File: config.mk
export PLATFORM = sky130hd
export DESIGN_NAME = cop_trap_dispatch
export DESIGN_NICKNAME = d
export VERILOG_FILES = /design/src/rtl/cop_trap_pkg.sv /design/src/rtl/cop_trap_control.sv /design/src/rtl/cop_trap_datapath.sv /design/src/rtl/cop_trap_dispatch.sv
export SDC_FILE = /design/constraint.sdc
export NUM_CORES = 1
export LEC_CHECK = 0
export BUFFER_PORTS_ARGS = -buffer_cell sky130_fd_sc_hd__clkbuf_2
export CAP_MARGIN = 20
export CORE_ASPECT_RATIO = 0.8
export CORE_UTILIZATION = 55
export CTS_BUF_LIST = sky130_fd_sc_hd__clkbuf_4
export CTS_CLUSTER_DIAMETER = 60
export DETAILED_ROUTE_END_ITERATION = 6
export PLACE_DENSITY = 0.8
export SYNTH_ARGS = -nofsm -noshare
export SYNTH_HDL_FRONTEND = slang
export SYNTH_HIERARCHICAL = 1
export SYNTH_SLANG_ARGS = --single-unit
File: constraint.sdc
create_clock -name clk -period 5.4 [get_ports clk]
set_input_delay 0 -clock clk [delete_from_list [all_inputs] [get_ports clk]]
set_output_delay 0 -clock clk [all_outputs]
set_load 0.05 [all_outputs]
File: src/rtl/cop_trap_pkg.sv
package cop_trap_pkg;

  typedef enum logic [1:0] {
    CLS_ESC    = 2'd0,
    CLS_WAIT   = 2'd1,
    CLS_NOWAIT = 2'd2,
    CLS_RSVD   = 2'd3
  } instClass_t;

  // Segment verdict from the datapath
  typedef struct packed {
    logic genFault;   // first word outside, or non-wrapping overrun
    logic wrapFault;  // wrapped operand touches an invalid byte
  } segStatus_t;

  // Strobes from control to the datapath output stage
  typedef struct packed {
    logic takeNm;
    logic takeGp;
    logic takeOvr;
    logic takeMf;
    logic issue;
  } trapSel_t;

endpackage

File: src/rtl/cop_trap_control.sv
module cop_trap_control
  import cop_trap_pkg::*;
(
  input  logic       clk,
  input  logic       rstN,
  input  logic       instValid,
  input  logic [1:0] instClass,
  input  logic       ctlEm,
  input  logic       ctlTs,
  input  logic       fpErrPending,
  input  logic       protMode,
  input  logic       memOp,
  input  segStatus_t segStatus,
  output trapSel_t   trapSel
);

  instClass_t cls;
  logic isWait, isNoWait;
  logic segChecked, segHit;
  logic wantNm, wantGp, wantOvr, wantMf;

  always_comb begin
    cls        = instClass_t'(instClass);
    isWait     = (cls == CLS_WAIT);
    isNoWait   = (cls == CLS_NOWAIT);
    segChecked = protMode && memOp && !isWait;
    segHit     = segChecked && (segStatus.genFault || segStatus.wrapFault);

    wantNm  = (ctlEm && !isWait) || ctlTs;
    wantGp  = !wantNm && segChecked && segStatus.genFault;
    wantOvr = !wantNm && !wantGp && segChecked && segStatus.wrapFault;
    wantMf  = !wantNm && !segHit && fpErrPending && !isNoWait;

    trapSel.takeNm  = instValid && wantNm;
    trapSel.takeGp  = instValid && wantGp;
    trapSel.takeOvr = instValid && wantOvr;
    trapSel.takeMf  = instValid && wantMf;
    trapSel.issue   = instValid && !(wantNm || wantGp || wantOvr || wantMf);
  end

  assert_single_vector_R7: assert property (@(posedge clk) disable iff (!rstN)
    $onehot0({trapSel.takeNm, trapSel.takeGp, trapSel.takeOvr, trapSel.takeMf, trapSel.issue}));

  assert_nowait_no_mf_R6: assert property (@(posedge clk) disable iff (!rstN)
    (instValid && instClass == 2'd2) |-> !trapSel.takeMf);

endmodule

File: src/rtl/cop_trap_datapath.sv
module cop_trap_datapath
  import cop_trap_pkg::*;
#(
  parameter int ADDR_W  = 16,
  parameter int MAX_LEN = 10,
  parameter int LEN_W   = 4,
  parameter int VEC_NM  = 7,
  parameter int VEC_OVR = 9,
  parameter int VEC_GP  = 13,
  parameter int VEC_MF  = 16,
  parameter int VEC_W   = 8
) (
  input  logic              clk,
  input  logic              rstN,
  input  logic [ADDR_W-1:0] opOffset,
  input  logic [LEN_W-1:0]  opLen,
  input  logic [ADDR_W-1:0] segLimit,
  input  logic              expandDown,
  input  trapSel_t          trapSel,
  output segStatus_t        segStatus,
  output logic              trapValid,
  output logic [VEC_W-1:0]  trapVector,
  output logic              issuePermit
);

  localparam int SUM_W = ADDR_W + 1;

  logic [MAX_LEN-1:0] byteBad;
  logic [SUM_W-1:0]   endSum;
  logic               wraps, firstBad, anyBad;

  // One range check per possible operand byte
  for (genvar i = 0; i < MAX_LEN; i++) begin : g_byte
    logic [ADDR_W-1:0] byteAddr;
    logic              inSeg;
    always_comb begin
      byteAddr   = opOffset + ADDR_W'(i);
      inSeg      = expandDown ? (byteAddr > segLimit) : (byteAddr <= segLimit);
      byteBad[i] = (LEN_W'(i) < opLen) && !inSeg;
    end
  end

  always_comb begin
    endSum   = {1'b0, opOffset} + SUM_W'(opLen);
    wraps    = endSum > SUM_W'(1 << ADDR_W);
    firstBad = byteBad[0] || byteBad[1];
    anyBad   = |byteBad;
    segStatus.genFault  = firstBad || (anyBad && !wraps);
    segStatus.wrapFault = !firstBad && anyBad && wraps;
  end

  always_ff @(posedge clk) begin
    if (!rstN) begin
      trapValid   <= 1'b0;
      trapVector  <= '0;
      issuePermit <= 1'b0;
    end else begin
      trapValid   <= trapSel.takeNm || trapSel.takeGp || trapSel.takeOvr || trapSel.takeMf;
      issuePermit <= trapSel.issue;
      if (trapSel.takeNm)       trapVector <= VEC_W'(VEC_NM);
      else if (trapSel.takeGp)  trapVector <= VEC_W'(VEC_GP);
      else if (trapSel.takeOvr) trapVector <= VEC_W'(VEC_OVR);
      else if (trapSel.takeMf)  trapVector <= VEC_W'(VEC_MF);
      else                      trapVector <= '0;
    end
  end

  assert_seg_exclusive_R4: assert property (@(posedge clk) disable iff (!rstN)
    !(segStatus.genFault && segStatus.wrapFault));

  assert_issue_excl_R8: assert property (@(posedge clk) disable iff (!rstN)
    issuePermit |-> !trapValid);

  assert_vector_idle_R10: assert property (@(posedge clk) disable iff (!rstN)
    !trapValid |-> (trapVector == '0));

endmodule

File: src/rtl/cop_trap_dispatch.sv
module cop_trap_dispatch
  import cop_trap_pkg::*;
#(
  parameter int ADDR_W  = 16,
  parameter int MAX_LEN = 10,
  localparam int LEN_W  = $clog2(MAX_LEN + 1)
) (
  input  logic              clk,
  input  logic              rstN,
  input  logic              instValid,
  input  logic [1:0]        instClass,
  input  logic              ctlEm,
  input  logic              ctlTs,
  input  logic              fpErrPending,
  input  logic              protMode,
  input  logic              memOp,
  input  logic [ADDR_W-1:0] opOffset,
  input  logic [LEN_W-1:0]  opLen,
  input  logic [ADDR_W-1:0] segLimit,
  input  logic              expandDown,
  output logic              trapValid,
  output logic [7:0]        trapVector,
  output logic              issuePermit
);

  segStatus_t segStatus;
  trapSel_t   trapSel;

  cop_trap_control u_ctrl (
    .clk(clk), .rstN(rstN), .instValid(instValid), .instClass(instClass),
    .ctlEm(ctlEm), .ctlTs(ctlTs), .fpErrPending(fpErrPending),
    .protMode(protMode), .memOp(memOp), .segStatus(segStatus), .trapSel(trapSel)
  );

  cop_trap_datapath #(.ADDR_W(ADDR_W), .MAX_LEN(MAX_LEN), .LEN_W(LEN_W)) u_dp (
    .clk(clk), .rstN(rstN), .opOffset(opOffset), .opLen(opLen),
    .segLimit(segLimit), .expandDown(expandDown), .trapSel(trapSel),
    .segStatus(segStatus), .trapValid(trapValid), .trapVector(trapVector),
    .issuePermit(issuePermit)
  );

  assert_strobe_origin_R8: assert property (@(posedge clk) disable iff (!rstN)
    (trapValid || issuePermit) |-> $past(instValid));

  assert_nm_cause_R1: assert property (@(posedge clk) disable iff (!rstN)
    (trapValid && trapVector == 8'd7) |-> $past(ctlTs || (ctlEm && instClass != 2'd1)));

  assert_seg_prot_R3: assert property (@(posedge clk) disable iff (!rstN)
    (trapValid && (trapVector == 8'd13 || trapVector == 8'd9))
      |-> $past(protMode && memOp && instClass != 2'd1));

  assert_mf_class_R6: assert property (@(posedge clk) disable iff (!rstN)
    (trapValid && trapVector == 8'd16) |-> $past(fpErrPending && instClass != 2'd2));

endmodule

==> results of run 1 <==
layout make-up:
type                    count  area share
clock buffers               4     0.00452
inverters                  40      0.0226
multi-input cells         756       0.866
flip-flops and latches      7      0.0211
well taps                 144      0.0271
repair buffers             70      0.0591
registers in the layout (all words and copies together), names as in the netlist:
register and cells:
u_dp/trapVector 5, u_dp/issuePermit 1, u_dp/trapValid 1
per-layer routing:
metal | share of wire | up-vias | track usage
li1 | - | 3112 | -
met5 | 0 | - | 0
met4 | 0.015 | 0 | 0.0570
met2 | 0.41 | 366 | 0.506
met3 | 0.12 | 29 | 0.0702
met1 | 0.46 | 2974 | 0.532
power by group through the flow:
stage	sequential (mW)	combinational [mW]	clock (mW)
detailed placement	0.0555	0.530	0
CTS	0.0543	0.533	0.0547
floorplan	0.0629	0.369	0
global route	0.0545	0.603	0.0582
global placement	0.0556	0.521	0
finish	0.0543	0.549	0.0542
final timing paths:
check | slack [ps] | to | depth (start not counted) | start
hold / removal | 50 | u_dp/trapVector[2] | 2 | rstN
setup / recovery | 600 | u_dp/trapValid | 19 | opOffset[1]
metrics by stage:
| step | setup slack (ps) | utilization | hold slack, ps |
|---|---|---|---|
| 2_1_floorplan | 1130 | - | 114 |
| 3_3_place_gp | 491 | 0.606 | 295 |
| 3_5_place_dp | 512 | 0.606 | 296 |
| 4_1_cts | 759 | 0.608 | 35.7 |
| 5_1_grt | 280 | 0.608 | 54.1 |
| 6_report | 599 | 0.608 | 51.3 |
cells in the mapped netlist (3+ instances only):
| library cell | n |
|---|---|
| or3_1 | 8 |
| nand4_1 | 34 |
| a21boi_0 | 3 |
| a221o_1 | 4 |
| buf_4 | 4 |
| nor2b_1 | 6 |
| nor2_1 | 88 |
| o21a_1 | 5 |
| nor3b_1 | 4 |
| a2111oi_0 | 4 |
| nor3_1 | 30 |
| and3_1 | 4 |
| xor2_1 | 74 |
| ha_1 | 160 |
| clkbuf_1 | 27 |
| nand4b_1 | 3 |
| inv_1 | 40 |
| nand2b_1 | 7 |
| mux2i_1 | 5 |
| nor4_1 | 7 |
| and2_1 | 4 |
| o211ai_1 | 8 |
| nand2_1 | 62 |
| xnor2_1 | 45 |
| a21o_1 | 14 |
| a211oi_1 | 14 |
| o21ai_0 | 22 |
| buf_1 | 5 |
| a21oi_1 | 68 |
| dfxtp_1 | 7 |
| nand3_1 | 22 |
cell usage in the layout, fill, tap and decap left out, drive strengths merged, types with 4 or more instances in the layout:
| cell type | n |
|---|---|
| nor2b | 8 |
| nand2 | 62 |
| xor2 | 74 |
| a221o | 4 |
| buf | 17 |
| clkbuf | 57 |
| o21a | 5 |
| or3 | 8 |
| nand3 | 22 |
| o211ai | 8 |
| a21oi | 68 |
| and3 | 5 |
| nor4 | 8 |
| a211oi | 14 |
| ha | 160 |
| o21ai | 23 |
| a21o | 14 |
| mux2i | 5 |
| or2 | 4 |
| dfxtp | 7 |
| a21boi | 4 |
| or4 | 4 |
| nand2b | 7 |
| nor2 | 88 |
| a2111oi | 5 |
| and2 | 4 |
| inv | 40 |
| xnor2 | 45 |
| nor3 | 30 |
| nor3b | 4 |
| nand4 | 35 |
logic make-up after synthesis:
logic type	after synthesis
buffers and inverters	77
AND/OR/NAND/NOR	301
adder cells (fa/ha/maj)	161
flip-flops	7
XOR/XNOR	119
other	1
multiplexers	7
AO/OA/AOI/OAI	165
==> impl_metrics.py, run 1 <==
metrics = {
    "outcome": {
        "status": "finished clean",
    },
    "placement": {
        "place_congestion": 0.999,
        "placed_cells": 1017,
        "portBuffers": 53,
        "dpl-instance-area_mm2": 0.00662,
        "dpl.hpwl_mm": 16.5,
    },
    "power": {
        "switching_share": 0.552,
        "ir_drop_v": 0.0000664,
        "p_int_mw": 0.294,
        "pwr-share-comb": 0.835,
        "p_seq_frac": 0.083,
        "power_mw": 0.657,
        "leakagePower_nw": 3.16,
        "power_density_mw_per_mm2": 98.8,
        "p_clk_frac": 0.082,
        "p_switching_mw": 0.363,
    },
    "grt": {
        "antenna_found_initial": 0,
        "grt_pass1_wl_mm": 31.9,
        "grt_pass1_vias": 5741,
        "grt_usage": 0.350,
        "grt_max_degree": 21,
        "grt_overflow": 0,
    },
    "synth": {
        "synth_top_family_by_area": "adder cells",
        "synthXorXnorAreaFrac": 0.168,
        "ys.flop_type": "dfxtp_1",
        "synth-adder-area-share": 0.326,
        "syn_area_mm2": 0.00619,
        "yosysSeqAreaShare": 0.0226,
        "muxShareOfSynthArea": 0.0117,
        "yosysWarnings": 6,
        "ys_ff_latch": 7,
        "netlist_top_cells_area": "ha_1 (32%), xor2_1 (10%), xnor2_1 (6.4%)",
        "avgSynthCellArea_um2": 7.39,
        "synth-compound-area-share": 0.173,
        "async_flop_share": 0,
        "synth_edf_count": 0,
        "synth_top_area_share": 0.323,
        "synth_area_leader_cell": "ha_1",
        "synth_cells": 838,
        "synth_cell_types": 68,
        "synth-simple-area-share": 0.248,
    },
    "min_path": {
        "min_path_type": "input port to register",
    },
    "layout": {
        "multi_input_area_mm2": 0.00576,
        "register_area_um2": 140,
        "synthToLayoutAreaGrowth_pct": 7.35,
        "num_antenna_cells": 0,
        "post-route-cell-area_mm2": 0.00665,
        "nets": 1086,
        "layout-drive-gt1-share": 0.101,
        "fill_cells": 1017,
        "stdcell_count": 1021,
    },
    "cts": {
        "postCtsResizedCells": 0,
        "clkTransAtPathRegs_ps": 50,
        "cts.sinks": 7,
        "clockBufferDepth": 2,
        "numCtsBuffers": 3,
        "cts_setup_buffers": 0,
        "clockRootBuffer": "clkbuf_4",
        "h-tree-depth": 1,
        "hold_buffers": 0,
        "tritoncts": "built",
    },
    "floorplanning": {
        "rows": 34,
        "die_area_mm2": 0.0117,
        "initial_utilization": 0.567,
        "num_io_pins": 57,
        "die_y_um": 96.9,
        "core_mm2": 0.0109,
        "die-width_um": 121,
    },
    "critical_path": {
        "start_kind": "input port",
        "endpoint_kind": "register",
        "cp_max_fo": 13,
        "required_ps": 5540,
        "slowest_delay_ps": 550,
        "critPathArrivalTime_ps": 4940,
        "worst-path-buf-inv": 2,
        "crit_family": "compound AO/OA/AOI/OAI gates",
        "crit_type": "input port to register",
        "cpMaxStageDelayCell": "a21boi_0",
        "path_cells": "clkbuf_2 -> inv_1 -> ha_1 -> a21boi_0 -> nand2b_1 -> nor2_1 -> xor2_1 -> ha_1 -> nand4_1 -> nor4_1 -> nand4_1 -> o31a_1 -> o211a_1 -> a211oi_1 -> a2111oi_4 -> a21oi_1 -> and3b_1 -> o31a_1 -> a21o_1",
    },
    "timing": {
        "slew-limit-headroom": 0.408,
        "period_needed_ps": 4800,
        "rsz0062_at_grt": "no",
        "tightest_slew_ps": 879,
        "fmax_mhz": 208,
        "finalSetupViolCount": 0,
        "post-route-period-util": 0.889,
        "fin_tns_setup_ps": 0,
        "hold_viol_final": 0,
        "maxSlewViolCount": 0,
    },
    "drt": {
        "dr.first_iter.drc_count": 780,
        "viasPerCell": 6.35,
        "routed_wl_mm": 20.6,
        "remaining_drc_errors": 0,
        "num_vias": 6481,
        "dr.pass1.iters": 5,
        "postRouteAntennaNets": 0,
        "routedWlPerCell_um": 20.2,
    },
    "run": {
        "cap_violations": 0,
    },
}
Power figures use the tool's default switching activity.
==> run 2: changes to the inputs <==
--- a/config.mk
+++ b/config.mk
@@ -7,12 +7,14 @@
 export LEC_CHECK = 0
 export BUFFER_PORTS_ARGS = -buffer_cell sky130_fd_sc_hd__clkbuf_2
 export CAP_MARGIN = 20
+export CELL_PAD_IN_SITES_DETAIL_PLACEMENT = 2
+export CELL_PAD_IN_SITES_GLOBAL_PLACEMENT = 2
 export CORE_ASPECT_RATIO = 0.8
-export CORE_UTILIZATION = 55
+export CORE_UTILIZATION = 37
 export CTS_BUF_LIST = sky130_fd_sc_hd__clkbuf_4
 export CTS_CLUSTER_DIAMETER = 60
 export DETAILED_ROUTE_END_ITERATION = 6
-export PLACE_DENSITY = 0.8
+export PLACE_DENSITY = 0.9
 export SYNTH_ARGS = -nofsm -noshare
 export SYNTH_HDL_FRONTEND = slang
 export SYNTH_HIERARCHICAL = 1
==> run 2 against run 1 <==
Against the previous run:
- non-clock buffer count grew 14
- combinational power grew 13%
- core utilization shrank 18 points
- worst setup slack lost 300 ps
- clock-buffer cell count is the same
- cell count grew 8.3%
- die area grew 48%
- first-iteration DRC count shrank 30%
- global-route usage shrank 0.20 points
- routed wire length grew 46%
- sequential power grew 0.7%
- flip-flop and latch count is the same
- critical endpoint is now u_dp/trapVector[4]
==> impl_metrics.py, run 2 (synthesized netlist as in run 1, its figures left out) <==
metrics = {
    "timing": {
        "slew-limit-headroom": 0.344,
        "hold_ws_ps": 44.3,
        "finalSetupViolCount": 0,
        "post-route-period-util": 0.944,
        "tightest_slew_ps": 974,
        "rsz0062_at_grt": "no",
        "maxSlewViolCount": 0,
        "period_needed_ps": 5100,
        "fin_tns_setup_ps": 0,
        "hold_viol_final": 0,
        "fmax_mhz": 196,
    },
    "grt": {
        "grt_max_degree": 21,
        "grt_usage": 0.348,
        "grt_pass1_vias": 7789,
        "antenna_found_initial": 1,
        "grt_pass1_wl_mm": 45.8,
        "grt_overflow": 0,
    },
    "cts": {
        "clockRootBuffer": "clkbuf_4",
        "clkTransAtPathRegs_ps": 50,
        "clockBufferDepth": 2,
        "hold_buffers": 0,
        "cts.sinks": 7,
        "numCtsBuffers": 3,
        "cts_setup_buffers": 0,
        "tritoncts": "built",
        "h-tree-depth": 1,
        "postCtsResizedCells": 0,
    },
    "drt": {
        "remaining_drc_errors": 0,
        "routed_wl_mm": 30.2,
        "dr.pass1.iters": 4,
        "num_vias": 7064,
        "routedWlPerCell_um": 27.3,
        "dr.first_iter.drc_count": 546,
        "viasPerCell": 6.39,
        "postRouteAntennaNets": 0,
    },
    "layout": {
        "stdcell_count": 1106,
        "final_cell_mix": "ha_1 (160), nor2_1 (88), xor2_1 (74)",
        "layout-drive-gt1-share": 0.116,
        "register_area_um2": 140,
        "nets": 1100,
        "reg_top3": "u_dp/trapVector: 5 flops, u_dp/issuePermit: 1 flops, u_dp/trapValid: 1 flops",
        "largest_reg_flops": 5,
        "fill_cells": 1912,
        "synthToLayoutAreaGrowth_pct": 10.5,
        "multi_input_area_mm2": 0.00576,
        "top_register": "u_dp/trapVector",
        "num_antenna_cells": 0,
        "mostFrequentLayoutCell": "ha_1",
    },
    "floorplanning": {
        "die_y_um": 118,
        "die_area_mm2": 0.0173,
        "initial_utilization": 0.386,
        "rows": 41,
        "core_mm2": 0.0161,
        "num_io_pins": 57,
        "die-width_um": 147,
    },
    "critical_path": {
        "critPathArrivalTime_ps": 5290,
        "crit_top_cell": "nor3_1",
        "start_kind": "input port",
        "cp_max_fo": 13,
        "cpMaxStageDelayCell": "ha_1",
        "startpoint": "opOffset[3]",
        "endpoint_kind": "register",
        "crit_type": "input port to register",
        "required_ps": 5590,
        "slowest_delay_ps": 530,
        "path_cells": "clkbuf_2 -> buf_4 -> ha_1 -> nand3_1 -> nor2_1 -> xor2_1 -> ha_1 -> nand4_1 -> or3_1 -> nor3_1 -> nor4_1 -> a2111oi_0 -> o211ai_1 -> a2111oi_4 -> a21oi_1 -> nor2_1 -> nor3_1 -> nor3_1 -> and4b_1",
    },
    "power": {
        "pwr-share-comb": 0.852,
        "ir_drop_v": 0.0000459,
        "leakagePower_nw": 3.22,
        "p_seq_frac": 0.075,
        "switching_share": 0.576,
        "p_switching_mw": 0.418,
        "p_clk_frac": 0.073,
        "p_int_mw": 0.307,
        "power_density_mw_per_mm2": 106,
        "power_mw": 0.726,
    },
    "placement": {
        "dpl.hpwl_mm": 24.8,
        "place_congestion": 0.954,
        "placed_cells": 1102,
        "portBuffers": 53,
    },
    "min_path": {
        "min_path_type": "input port to register",
        "hp-start": "rstN",
    },
    "outcome": {
        "status": "finished clean",
    },
    "run": {
        "cap_violations": 0,
    },
}
## run 2: changes by cell type in the layout (fill, tap and decap cells not counted)
cell / change
buf_4: +14
## run 2: power groups by stage
stage               registers, mW  logic [mW]  clock network (mW)
floorplan                  0.0629       0.369                   0
finish                     0.0547       0.618              0.0531
detailed placement         0.0557       0.597                   0
global route               0.0548       0.661              0.0583
CTS                        0.0547       0.603              0.0545
global placement           0.0554       0.546                   0
## run 2: worst paths after layout
| kind | depth (start not counted) | slack [ps] | to |
|---|---|---|---|
| setup / recovery | 19 | 300 | u_dp/trapVector[4] |
| hold / removal | 2 | 40 | u_dp/trapValid |
## run 2: cell type report
type | count | share of cell area
sequential | 7 | 0.0205
inverter | 40 | 0.0219
clock buffer | 4 | 0.00439
tap | 215 | 0.0393
multi-input combinational | 756 | 0.841
timing repair buffer | 84 | 0.0728
## run 2: per-layer routing
layer	up-vias	track usage	wire length, µm
li1	3145	-	-
met5	-	0	0
met3	77	0.0605	2250
met4	0	0.136	1080
met2	295	0.579	13900
met1	3547	0.444	13000
## run 2: per-stage QoR
stage	util	instance area (µm²)	setup slack [ps]
after floorplan	-	6200	1130
after global placement	0.424	6810	596
after detailed placement	0.424	6810	288
after CTS	0.426	6840	439
after global routing	0.426	6840	48.0
final	0.426	6840	303
## run 2: critical path, delay by kind of cell
family | cells | cell delay [ps]
simple gates | 10 | 2630
compound gates | 4 | 1270
fa+ha+maj | 2 | 880
buf+inv | 2 | 380
xor+xnor | 1 | 120
==> run 3: changes to the inputs <==
--- a/config.mk
+++ b/config.mk
@@ -14,7 +14,8 @@
 export CTS_BUF_LIST = sky130_fd_sc_hd__clkbuf_4
 export CTS_CLUSTER_DIAMETER = 60
 export DETAILED_ROUTE_END_ITERATION = 6
-export PLACE_DENSITY = 0.9
+export GPL_TIMING_DRIVEN = 0
+export PLACE_DENSITY = 0.86
 export SYNTH_ARGS = -nofsm -noshare
 export SYNTH_HDL_FRONTEND = slang
 export SYNTH_HIERARCHICAL = 1
==> run 3 against run 2 <==
Against the previous run:
- via count decreased by 5.5%
- routed wire length decreased by 12%
- critical path type unchanged
- first-iteration DRC count decreased by 13%
- combinational power decreased by 5.5%
- worst setup slack got worse by 140 ps
- flip-flop and latch count unchanged
- global-route usage decreased by 4.4 points
- clock power increased by 2%
==> impl_metrics.py, run 3 (synthesized netlist as in run 1, its figures left out) <==
metrics = {
    "timing": {
        "rsz0062_at_grt": "no",
        "fin_tns_setup_ps": 0,
        "tightest_slew_ps": 886,
        "setup_ws_ps": 160,
        "hold_viol_final": 0,
        "period_needed_ps": 5240,
        "fmax_mhz": 191,
        "finalSetupViolCount": 0,
        "post-route-period-util": 0.970,
        "slew-limit-headroom": 0.409,
        "maxSlewViolCount": 0,
    },
    "cts": {
        "numCtsBuffers": 3,
        "cts.sinks": 7,
        "tritoncts": "built",
        "clockBufferDepth": 2,
        "hold_buffers": 0,
        "clkTransAtPathRegs_ps": 50,
        "clockRootBuffer": "clkbuf_4",
        "h-tree-depth": 1,
    },
    "floorplanning": {
        "num_io_pins": 57,
        "rows": 41,
        "initial_utilization": 0.386,
        "core_mm2": 0.0161,
        "die_y_um": 118,
        "die_area_mm2": 0.0173,
        "die-width_um": 147,
    },
    "min_path": {
        "hold_path_end": "u_dp/trapVector[2]",
        "hp-start": "rstN",
        "whs_path_depth": 2,
        "min_path_type": "input port to register",
    },
    "placement": {
        "portBuffers": 53,
        "dpl.hpwl_mm": 21.9,
        "dpl-instance-area_mm2": 0.00674,
        "place_congestion": 0.876,
        "pre_cts_slack_ps": -499,
    },
    "drt": {
        "remaining_drc_errors": 0,
        "routedWlPerCell_um": 23.9,
        "num_vias": 6673,
        "dr.first_iter.drc_count": 474,
        "postRouteAntennaNets": 0,
        "dr.pass1.iters": 4,
        "viasPerCell": 6.00,
        "routed_wl_mm": 26.6,
    },
    "layout": {
        "final_cell_mix": "ha_1 (159), nor2_1 (88), xor2_1 (74)",
        "post-route-cell-area_mm2": 0.00682,
        "nets": 1106,
        "reg_top3": "u_dp/trapVector: 5 flops, u_dp/issuePermit: 1 flops, u_dp/trapValid: 1 flops",
        "layout-drive-gt1-share": 0.0992,
        "largest_reg_flops": 5,
        "mostFrequentLayoutCell": "ha_1",
        "synthToLayoutAreaGrowth_pct": 10.0,
        "fill_cells": 1936,
        "num_antenna_cells": 0,
        "top_register": "u_dp/trapVector",
    },
    "power": {
        "power_density_mw_per_mm2": 102,
        "leakagePower_nw": 3.15,
        "ir_drop_v": 0.0000472,
    },
    "critical_path": {
        "crit_type": "input port to register",
        "crit_cells": 18,
        "start_kind": "input port",
        "slowest_delay_ps": 590,
        "required_ps": 5550,
        "endpoint_kind": "register",
        "crit_family": "simple AND/OR/NAND/NOR gates",
        "critPathArrivalTime_ps": 5390,
        "worst-path-buf-inv": 2,
        "crit_top_cell": "ha_1",
        "cp_max_fo": 10,
        "cpMaxStageDelayCell": "clkbuf_1",
        "path_cells": "clkbuf_2 -> ha_1 -> clkbuf_1 -> nand2_1 -> nor2_1 -> xor2_1 -> ha_1 -> nand4_1 -> or3_1 -> nor3_2 -> nor4_1 -> a2111oi_0 -> o211ai_1 -> a2111oi_4 -> a21oi_1 -> and2_1 -> o31a_1 -> a21o_1",
    },
    "grt": {
        "grtUsageMet1": 0.426,
        "grt_overflow": 0,
        "met3_usage": 0.0283,
        "antenna_found_initial": 0,
        "grt_pass1_wl_mm": 40.5,
        "grt_pass1_vias": 6998,
        "grt_usage": 0.304,
        "grtUsageMet2": 0.503,
        "grt_max_degree": 12,
        "grt_busiest_layer": "met2",
    },
    "run": {
        "cap_violations": 0,
    },
    "outcome": {
        "status": "finished clean",
    },
}
[run 3: through the flow]
step | util | hold WS (ps) | cells | power [mW]
after floorplan | - | 114 | 840 | 0.432
after global placement | 0.420 | 301 | 1108 | 0.591
after detailed placement | 0.420 | 301 | 1109 | 0.624
after CTS | 0.423 | 34.8 | 1114 | 0.684
after global routing | 0.425 | 16.7 | 1112 | 0.755
final | 0.425 | 44.3 | 1112 | 0.692
[run 3: layer usage]
layer / up-vias / wire (µm)
met2: 177 / 11900
met1: 3318 / 12700
met5: - / 0
met4: 0 / 477
li1: 3150 / -
met3: 28 / 1520
[run 3: worst max path at each step]
stage / slack [ps] / startpoint / endpoint
global placement: -230 / opOffset[1] / u_dp/trapValid
detailed placement: -500 / opOffset[1] / u_dp/trapValid
floorplan: 1130 / opOffset[8] / u_dp/trapValid
finish: 160 / opOffset[3] / u_dp/trapValid
global route: 50 / opOffset[5] / u_dp/trapVector[4]
CTS: 120 / opOffset[1] / u_dp/trapValid
[run 3: power by group]
| part | leakage (nW) | internal, mW | switching (mW) |
|---|---|---|---|
| clock network | 0.0184 | 0.0333 | 0.0207 |
| registers | 0.0573 | 0.0538 | 0.000648 |
| logic | 3.08 | 0.209 | 0.374 |
[run 3: final cells by class]
class,instances,area [µm²],area share
Clock buffer,4,30.0,0.00441
Inverter,40,150,0.0220
Buffer,35,154,0.0226
Timing Repair Buffer,55,277,0.0406
Multi-Input combinational cell,756,5800,0.850
Tap cell,215,269,0.0395
Sequential cell,7,140,0.0206
[run 3: repair_timing]
item,CTS,global route
setup endpoints to repair,5,4
setup buffers,1,0
cloned,0,0
resized for setup,4,11
pin swaps,1,1
hold endpoints to repair,0,0
